==> src/rtl/prn_phase_correlator.sv <==
module prn_phase_correlator #(
  parameter int CHIPS     = 512,
  parameter int CPC       = 120,
  parameter int START_DLY = 15500,
  parameter int PHASE_W   = 12,
  parameter int OFS_W     = 16,
  parameter logic [8:0] SEED = 9'h1A5,
  localparam int ACC_W = PHASE_W + $clog2(CHIPS) + 1
) (
  input  logic                     clk,
  input  logic                     rst_n,
  input  logic                     carrier_stb,
  input  logic signed [PHASE_W-1:0] phase,
  input  logic                     marker,
  input  logic signed [OFS_W-1:0]  start_ofs,
  output logic signed [ACC_W-1:0]  result,
  output logic                     done,
  output logic                     busy
);
  localparam int MAXD = START_DLY + 2 ** (OFS_W - 1);
  localparam int DW   = $clog2(MAXD + 1);
  localparam int CW   = $clog2(CPC);
  localparam int IW   = $clog2(CHIPS);

  function automatic logic [CHIPS-1:0] build_seq();
    logic [8:0] s;
    logic [CHIPS-1:0] r;
    s = SEED;
    r = '0;
    for (int k = 0; k < CHIPS / 2; k++) begin
      r[2*k]   = s[0];
      r[2*k+1] = ~s[0];
      s = {s[7:0], s[8] ^ s[4]};
    end
    return r;
  endfunction

  localparam logic [CHIPS-1:0] SEQ = build_seq();

  logic signed [DW+1:0]   dsum;
  logic [DW-1:0]          dly, wcnt;
  logic [CW-1:0]          cyc;
  logic [IW-1:0]          chip;
  logic signed [ACC_W-1:0] acc, ph_x, acc_nx;
  logic                   in_wait, chip_end, last;

  assign dsum     = $signed((DW+2)'(START_DLY)) + (DW+2)'(start_ofs);
  assign dly      = dsum[DW+1] ? '0 : dsum[DW-1:0];
  assign ph_x     = ACC_W'(phase);
  assign acc_nx   = SEQ[chip] ? acc + ph_x : acc - ph_x;
  assign in_wait  = (wcnt != '0);
  assign chip_end = busy && carrier_stb && !in_wait && (cyc == CW'(CPC - 1));
  assign last     = chip_end && (chip == IW'(CHIPS - 1));

  always_ff @(posedge clk) begin
    if (!rst_n) begin
      busy   <= 1'b0;
      done   <= 1'b0;
      result <= '0;
      acc    <= '0;
      wcnt   <= '0;
      cyc    <= '0;
      chip   <= '0;
    end else begin
      done <= 1'b0;
      if (!busy) begin
        if (marker) begin
          busy <= 1'b1;
          wcnt <= dly;
          cyc  <= '0;
          chip <= '0;
          acc  <= '0;
        end
      end else if (carrier_stb) begin
        if (in_wait) begin
          wcnt <= wcnt - 1'b1;
        end else if (!chip_end) begin
          cyc <= cyc + 1'b1;
        end else begin
          cyc  <= '0;
          chip <= chip + 1'b1;
          acc  <= acc_nx;
          if (last) begin
            busy   <= 1'b0;
            done   <= 1'b1;
            result <= acc_nx;
          end
        end
      end
    end
  end
endmodule


==> config.mk <==
export PLATFORM = sky130hd
export DESIGN_NAME = prn_phase_correlator
export DESIGN_NICKNAME = d
export VERILOG_FILES = /design/src/rtl/prn_phase_correlator.sv
export SDC_FILE = /design/constraint.sdc
export NUM_CORES = 1
export LEC_CHECK = 0
export ABC_AREA = 1
export BUFFER_PORTS_ARGS = -buffer_cell sky130_fd_sc_hd__clkbuf_2
export CAP_MARGIN = 20
export CELL_PAD_IN_SITES_DETAIL_PLACEMENT = 1
export CELL_PAD_IN_SITES_GLOBAL_PLACEMENT = 1
export CORE_ASPECT_RATIO = 0.75
export CORE_MARGIN = 8
export CORE_UTILIZATION = 39
export CTS_CLUSTER_SIZE = 16
export DETAILED_ROUTE_END_ITERATION = 8
export GPL_ROUTABILITY_DRIVEN = 0
export PLACE_DENSITY_LB_ADDON = 0.1
export SETUP_SLACK_MARGIN = 0.02
export SYNTH_ARGS = -nofsm -noshare
export SYNTH_HDL_FRONTEND = slang
export SYNTH_SLANG_ARGS = --single-unit
==> constraint.sdc <==
create_clock -name clk -period 3.05 [get_ports clk]
set_input_delay 0.305 -clock clk [delete_from_list [all_inputs] [get_ports clk]]
set_output_delay 0.305 -clock clk [all_outputs]
set_load 0.1 [all_outputs]
* Word-level counts from Yosys, hierarchy flattened
Memory sizes are Yosys's and may differ from the RTL's. A register that Yosys moved wholly into a read port is not among the register bits.
Cells that the tools add are included.
** Storage, ports and cells
- Flip-flop bits (word level) :: 78
- Memory bits (read-only) :: 512
- Bits of input ports :: 32
- Word-level logic and storage cells :: 69
- Memories kept :: 1
** Memory list
- (no name shown) :: depth 512, width 1, rd ports 1, clocked after memory_dff 1, wr ports 0, line 50 : assign acc_nx = SEQ[chip] ? acc + ph_x : acc - ph_x;
** Cells by class
- $add $sub $neg :: 6
- $lt $le $gt $ge :: 1
- Eq/ne operators :: 6
- Mux-type cells :: 31
- Bitwise operators :: 5
- Reduce and logical (&&, ||, !) cells :: 12
** Operators with widths (count)
- two-way mux 22 bit :: 6
- two-way mux 16 bit :: 5
- two-way mux 9 bit :: 7
- two-way mux 7 bit :: 5
- adder 22 x 12 -> 22 bit :: 1
- subtractor 22 x 12 -> 22 bit :: 1
- adder 15 x 16 -> 17 bit, first input constant :: 1
- nonzero test 16 bit :: 1
- subtractor 16 x 1 -> 16 bit, second input constant :: 1
- < comparator 9 x 10 -> 1 bit, second input constant :: 1
- adder 9 x 1 -> 9 bit, second input constant :: 1
- == test 9 bit, second input constant :: 1
- two-way mux 1 bit :: 8
- adder 7 x 1 -> 7 bit, second input constant :: 1
- == test 7 bit, second input constant :: 1
- AND reduction 3 bit :: 2
- inverter 1 bit :: 5
- AND reduction 5 bit :: 1
- OR reduction 5 bit :: 1
- logical AND 1 bit :: 4
- inequality test 2 x 1 -> 1 bit, second input constant :: 2
- inequality test 2 bit, second input constant :: 2
- AND reduction 4 bit :: 1
- nonzero test 2 bit :: 1
- logical NOT 1 bit :: 1

* Logic depth before layout (Yosys ltp)
- Depth in word-level cells :: 10
- Mapped depth :: 23
- Gate-level depth less buffers :: 23

* Worst setup path before layout
No wires, ideal clock.
- Kind :: input to register
- Start :: input port phase[1]
- End :: register acc[18]
- Library setup time :: 0.070 ns
- Arrival time :: 2.879 ns
- Required time :: 2.980 ns
- Setup slack :: 0.101 ns
- Stages :: 15
- Path buffers :: 0
- Cell sequence :: nor3_1 > nand2_1 > nor2_1 > nand2_1 > o21ai_1 > nand2_1 > ha_1 > nand2_1 > nor4_1 > a21oi_1 > o21ai_0 > a31o_2 > xor2_1 > nand2_1 > a21oi_1
** Between the ends
- Cells in the longest elaborated chain, start to end :: 6
** Ends and longest elaborated chain
- from (decl) :: line 13 : input logic signed [PHASE_W-1:0] phase,
- subtractor 22 x 12 -> 22 bit / adder 22 x 12 -> 22 bit (equally long branches) :: line 50
- two-way mux 22 bit * :: line 50
- two-way mux 22 bit * :: line 77 : end else if (!chip_end) begin
- two-way mux 22 bit * :: line 75 : if (in_wait) begin
- two-way mux 22 bit * :: line 74 : end else if (carrier_stb) begin
- two-way mux 22 bit * :: line 66 : if (!busy) begin
- to (signal assigned) :: line 82 : acc <= acc_nx;
- to (decl) :: line 44 : logic signed [ACC_W-1:0] acc, ph_x, acc_nx;
Every way passes the cells marked *; elsewhere a longest branch is shown, timed or not. The select of a mux whose other input is x is not followed.
A chain may end at the register's enable or synchronous reset.

* Worst setup path in the final report
- Start :: input port phase[2]
- End :: register result[17]
** Between the ends
- Cells in the longest elaborated chain, start to end :: 2
** Ends and longest elaborated chain
- subtractor 22 x 12 -> 22 bit / adder 22 x 12 -> 22 bit (equally long branches) :: line 50
- two-way mux 22 bit * :: line 50
- to (signal assigned) :: line 86 : result <= acc_nx;
- to (decl) :: line 16 : output logic signed [ACC_W-1:0] result,
Every way passes the cells marked *; elsewhere a longest branch is shown, timed or not.

==> flow_results.xml <==
<?xml version="1.0" encoding="UTF-8"?>
<metrics>
  <group name="sta">
    <metric name="final_hold_vios" unit="">0</metric>
    <metric name="period_share" unit="%">98.6</metric>
    <metric name="timing.max_slew.rel_slack" unit="%">48.5</metric>
    <metric name="setup_repair_after_global_routing_missed_its_margin" unit="">yes</metric>
    <metric name="finalSetupViolCount" unit="">0</metric>
    <metric name="fin_skew" unit="ns">0.0105</metric>
    <metric name="post-route-min-period" unit="ns">3.01</metric>
    <metric name="max_fclk" unit="GHz">0.332</metric>
    <metric name="whs" unit="ns">0.200</metric>
    <metric name="max_slew.worst_pin.slew" unit="ns">0.767</metric>
    <metric name="slew_viol_final" unit="">0</metric>
    <metric name="setup_tns" unit="ns">0</metric>
  </group>
  <group name="yosys">
    <metric name="mappedNetlistNets" unit="">945</metric>
    <metric name="syn-mean-instance-area" unit="um2">6.49</metric>
    <metric name="yosys_top_cell_area_share" unit="%">27.6</metric>
    <metric name="synth_enable_flop_cells" unit="">0</metric>
    <metric name="yosysWarnings" unit="">0</metric>
    <metric name="proportion_of_synthesized_flip_flops_having_asynchronous_set_or_reset" unit="%">0</metric>
    <metric name="syn-instance-count" unit="">884</metric>
    <metric name="synth.area.top_cells" unit="">sky130_fd_sc_hd__dfxtp_1 28%, sky130_fd_sc_hd__nand2_1 13%, sky130_fd_sc_hd__nand3_1 7.1%</metric>
    <metric name="post_synthesis_instance_area" unit="um2">5730</metric>
    <metric name="post-synth-top-area-cell" unit="">sky130_fd_sc_hd__dfxtp_1</metric>
    <metric name="synth-seq-area-share" unit="%">27.6</metric>
    <metric name="yosys_most_used_dff" unit="">sky130_fd_sc_hd__dfxtp_1</metric>
    <metric name="synthDistinctLibCells" unit="">48</metric>
    <metric name="synth_seq_cells" unit="">79</metric>
  </group>
  <group name="clock_tree">
    <metric name="cts_max_level" unit="">3</metric>
    <metric name="clockBufferDepth" unit="">2</metric>
    <metric name="clk_latency" unit="ns">0.36</metric>
    <metric name="tritoncts.num_buffers" unit="">9</metric>
    <metric name="root_buffer" unit="">sky130_fd_sc_hd__clkbuf_16</metric>
    <metric name="clock_sinks" unit="">79</metric>
    <metric name="clk_pin_slew_worst_paths" unit="ns">0.07</metric>
    <metric name="clock_tree_from_tritoncts" unit="">built</metric>
  </group>
  <group name="power_and_ir_drop">
    <metric name="switchingPower" unit="uW">950</metric>
    <metric name="fin_total_pwr" unit="mW">3.08</metric>
    <metric name="worst_supply_voltage_drop_on_vdd" unit="mV">0.288</metric>
    <metric name="cellPowerDensity" unit="nW/um2">420</metric>
    <metric name="seqPwrFrac" unit="%">35.5</metric>
    <metric name="switching_share" unit="%">30.8</metric>
    <metric name="combinational_power_share" unit="%">22.7</metric>
    <metric name="internal_power" unit="mW">2.13</metric>
    <metric name="power.leakage" unit="nW">3.46</metric>
    <metric name="pwr-share-clk" unit="%">41.8</metric>
  </group>
  <group name="setup_path">
    <metric name="cp.arrival" unit="ns">3.24</metric>
    <metric name="setup.worst_path.end_class" unit="">flop</metric>
    <metric name="timing.setup.critical_path_class" unit="">input pin to flop</metric>
    <metric name="crit_path_start_kind" unit="">input pin</metric>
    <metric name="critical_path_required" unit="ns">3.28</metric>
    <metric name="timing.critical_path.fanout_max" unit="">4</metric>
  </group>
  <group name="detailed_routing">
    <metric name="drt_first_pass_iters" unit="">5</metric>
    <metric name="drtIter0Drc" unit="">360</metric>
    <metric name="drtAntennaViolNets" unit="">0</metric>
    <metric name="dr_total_vias" unit="">6417</metric>
    <metric name="number_of_vias_per_cell_after_detailed_routing" unit="">5.29</metric>
    <metric name="detail_route.drc_violations" unit="">0</metric>
    <metric name="wl_per_cell" unit="um">16.9</metric>
    <metric name="routed_wirelength" unit="um">20500</metric>
  </group>
  <group name="placed_design">
    <metric name="number_of_i_o_port_buffers" unit="">55</metric>
    <metric name="place.detailed.hpwl" unit="um">15000</metric>
  </group>
  <group name="final_layout">
    <metric name="antennaDiodeCount" unit="">0</metric>
    <metric name="layout.nets" unit="">1068</metric>
    <metric name="syn_to_final_growth" unit="%">28.0</metric>
    <metric name="commonest_cells_after_routing_fill_and_taps_aside" unit="">194 x sky130_fd_sc_hd__nand2_1, 89 x sky130_fd_sc_hd__inv_1, 89 x sky130_fd_sc_hd__nor2_1, 84 x sky130_fd_sc_hd__buf_4</metric>
    <metric name="n_fill_cell" unit="">1920</metric>
    <metric name="layout_commonest_cell" unit="">sky130_fd_sc_hd__nand2_1</metric>
    <metric name="fraction_of_final_layout_cells_with_drive_strength_greater_than_1" unit="%">23.3</metric>
  </group>
  <group name="run">
    <metric name="maxCapViolCount" unit="">0</metric>
  </group>
  <group name="global_route">
    <metric name="grt_antenna_before_repair" unit="">0</metric>
    <metric name="groute.usage.overall" unit="%">21.3</metric>
    <metric name="first_pass_grt_wire_length" unit="um">32800</metric>
    <metric name="grt_start_max_net_pins" unit="">43</metric>
    <metric name="overflow" unit="">0</metric>
    <metric name="first_global_vias" unit="">6662</metric>
  </group>
  <group name="floorplanning">
    <metric name="core.rowCount" unit="">38</metric>
    <metric name="dieHeight" unit="um">121</metric>
    <metric name="horizontal_die_dimension" unit="um">156</metric>
    <metric name="number_of_primary_i_o_pins" unit="">56</metric>
    <metric name="total_die_area" unit="um2">18900</metric>
    <metric name="floorplan.initialDensity" unit="%">39.8</metric>
    <metric name="floorplan.core_area" unit="um2">14400</metric>
  </group>
  <group name="run_status">
    <metric name="outcome" unit="">finished, final reports clean</metric>
  </group>
  <group name="worst_hold_path">
    <metric name="hold_path_class" unit="">input pin to flop</metric>
  </group>
</metrics>
power by group through the flow:
stage          Clock [mW]  Combinational [mW]  Sequential, mW
3_5_place_dp            0               0.647            1.11
2_1_floorplan           0               0.407            1.11
6_report             1.29               0.700            1.09
4_1_cts              1.31               0.653            1.09
5_1_grt              1.36               0.771            1.10
3_3_place_gp            0               0.620            1.11
cell usage after synthesis (3+ instances only):
| cell | number |
|---|---|
| sky130_fd_sc_hd__nor2_2 | 4 |
| sky130_fd_sc_hd__inv_1 | 93 |
| sky130_fd_sc_hd__o221ai_1 | 3 |
| sky130_fd_sc_hd__nor4_1 | 3 |
| sky130_fd_sc_hd__nor2_4 | 3 |
| sky130_fd_sc_hd__nand2_2 | 5 |
| sky130_fd_sc_hd__a31oi_1 | 8 |
| sky130_fd_sc_hd__nand2_1 | 199 |
| sky130_fd_sc_hd__xnor2_1 | 20 |
| sky130_fd_sc_hd__nand4_1 | 3 |
| sky130_fd_sc_hd__nor2_1 | 93 |
| sky130_fd_sc_hd__buf_4 | 3 |
| sky130_fd_sc_hd__or2_2 | 8 |
| sky130_fd_sc_hd__ha_1 | 28 |
| sky130_fd_sc_hd__o211ai_1 | 9 |
| sky130_fd_sc_hd__clkbuf_1 | 19 |
| sky130_fd_sc_hd__dfxtp_1 | 79 |
| sky130_fd_sc_hd__nand3_1 | 81 |
| sky130_fd_sc_hd__a21oi_1 | 75 |
| sky130_fd_sc_hd__o21ai_0 | 52 |
| sky130_fd_sc_hd__o31ai_1 | 3 |
| sky130_fd_sc_hd__nand3_2 | 7 |
| sky130_fd_sc_hd__a211oi_1 | 3 |
| sky130_fd_sc_hd__a221oi_1 | 5 |
| sky130_fd_sc_hd__inv_2 | 5 |
| sky130_fd_sc_hd__xor2_1 | 24 |
| sky130_fd_sc_hd__clkinv_1 | 3 |
| sky130_fd_sc_hd__nor3_1 | 19 |
through the flow:
step,instance area [um2],std cells,utilization (%),worst slack [ns]
global route,7340,1212,50.9,-0.124
CTS,7040,1202,48.9,0.0474
detailed placement,6690,1186,46.4,-0.356
global placement,6690,1186,46.4,-0.195
finish,7340,1212,50.9,0.0424
floorplan,5730,884,-,0.101
registers in the layout, summed over array words and instances, names as in the netlist, named ones only:
register and flops:
busy 1, wcnt 16, done 1, acc 22, cyc 7, chip 9, result 22
worst max-delay path, stage by stage:
cell and delay (ns):
sky130_fd_sc_hd__clkbuf_2 0.09, sky130_fd_sc_hd__buf_4 0.15, sky130_fd_sc_hd__nor2_4 0.11, sky130_fd_sc_hd__nand2_2 0.09, sky130_fd_sc_hd__nor2_4 0.12, sky130_fd_sc_hd__inv_1 0.06
sky130_fd_sc_hd__nor2_1 0.11, sky130_fd_sc_hd__nand2_1 0.10, sky130_fd_sc_hd__nand2_1 0.08, sky130_fd_sc_hd__xnor2_1 0.13, sky130_fd_sc_hd__ha_1 0.33, sky130_fd_sc_hd__buf_4 0.18
sky130_fd_sc_hd__nand2_1 0.09, sky130_fd_sc_hd__nor2_2 0.05, sky130_fd_sc_hd__nand2_1 0.07, sky130_fd_sc_hd__o211ai_1 0.13, sky130_fd_sc_hd__a31oi_2 0.28, sky130_fd_sc_hd__o21bai_2 0.13
sky130_fd_sc_hd__nand2_1 0.11, sky130_fd_sc_hd__nand2_1 0.10, sky130_fd_sc_hd__xor2_2 0.17, sky130_fd_sc_hd__o21ai_0 0.17, sky130_fd_sc_hd__inv_1 0.08
repair_timing:
action | CTS | global route
pin swaps | 0 | 20
setup endpoints to repair | 11 | 21
setup buffers | 0 | 10
hold buffers | 0 | 0
gates resized for setup | 2 | 58
metal layers:
metal	vias up	wire (um)	track usage, %
li1	3163	-	-
met1	3082	9400	26.3
met2	135	9880	36.6
met3	37	725	3.84
met4	0	444	7.44
met5	-	0	0
layout make-up:
type | count | area, um2 | share of cell area, %
multi-input combinational | 677 | 3870 | 52.7
tap | 200 | 250 | 3.41
timing repair buffer | 139 | 906 | 12.3
sequential | 79 | 1590 | 21.6
inverter | 101 | 383 | 5.22
clock inverter | 7 | 120 | 1.64
clock buffer | 9 | 225 | 3.07
final timing paths:
path                                   to                start  depth (start not counted)  slack, ns
setup reg to reg  result[17]$_SDFFE_PN0P_                 flop                         16       0.09
setup / recovery  result[17]$_SDFFE_PN0P_             phase[2]                         23       0.04
hold reg to reg       cyc[6]$_SDFFE_PN0P_  cyc[6]$_SDFFE_PN0P_                          2       0.47
hold / removal       wcnt[1]$_SDFFE_PN0P_         start_ofs[1]                          3       0.20
cell families after synthesis:
| kind of cell | share of synthesized area [%] |
|---|---|
| XOR/XNOR | 6.72 |
| flip-flops | 27.6 |
| buffers and inverters | 8.75 |
| adder cells (fa/ha/maj) | 6.46 |
| AND/OR/NAND/NOR | 33.8 |
| AO/OA/AOI/OAI | 16.7 |
Power figures use the tool's default switching activity.
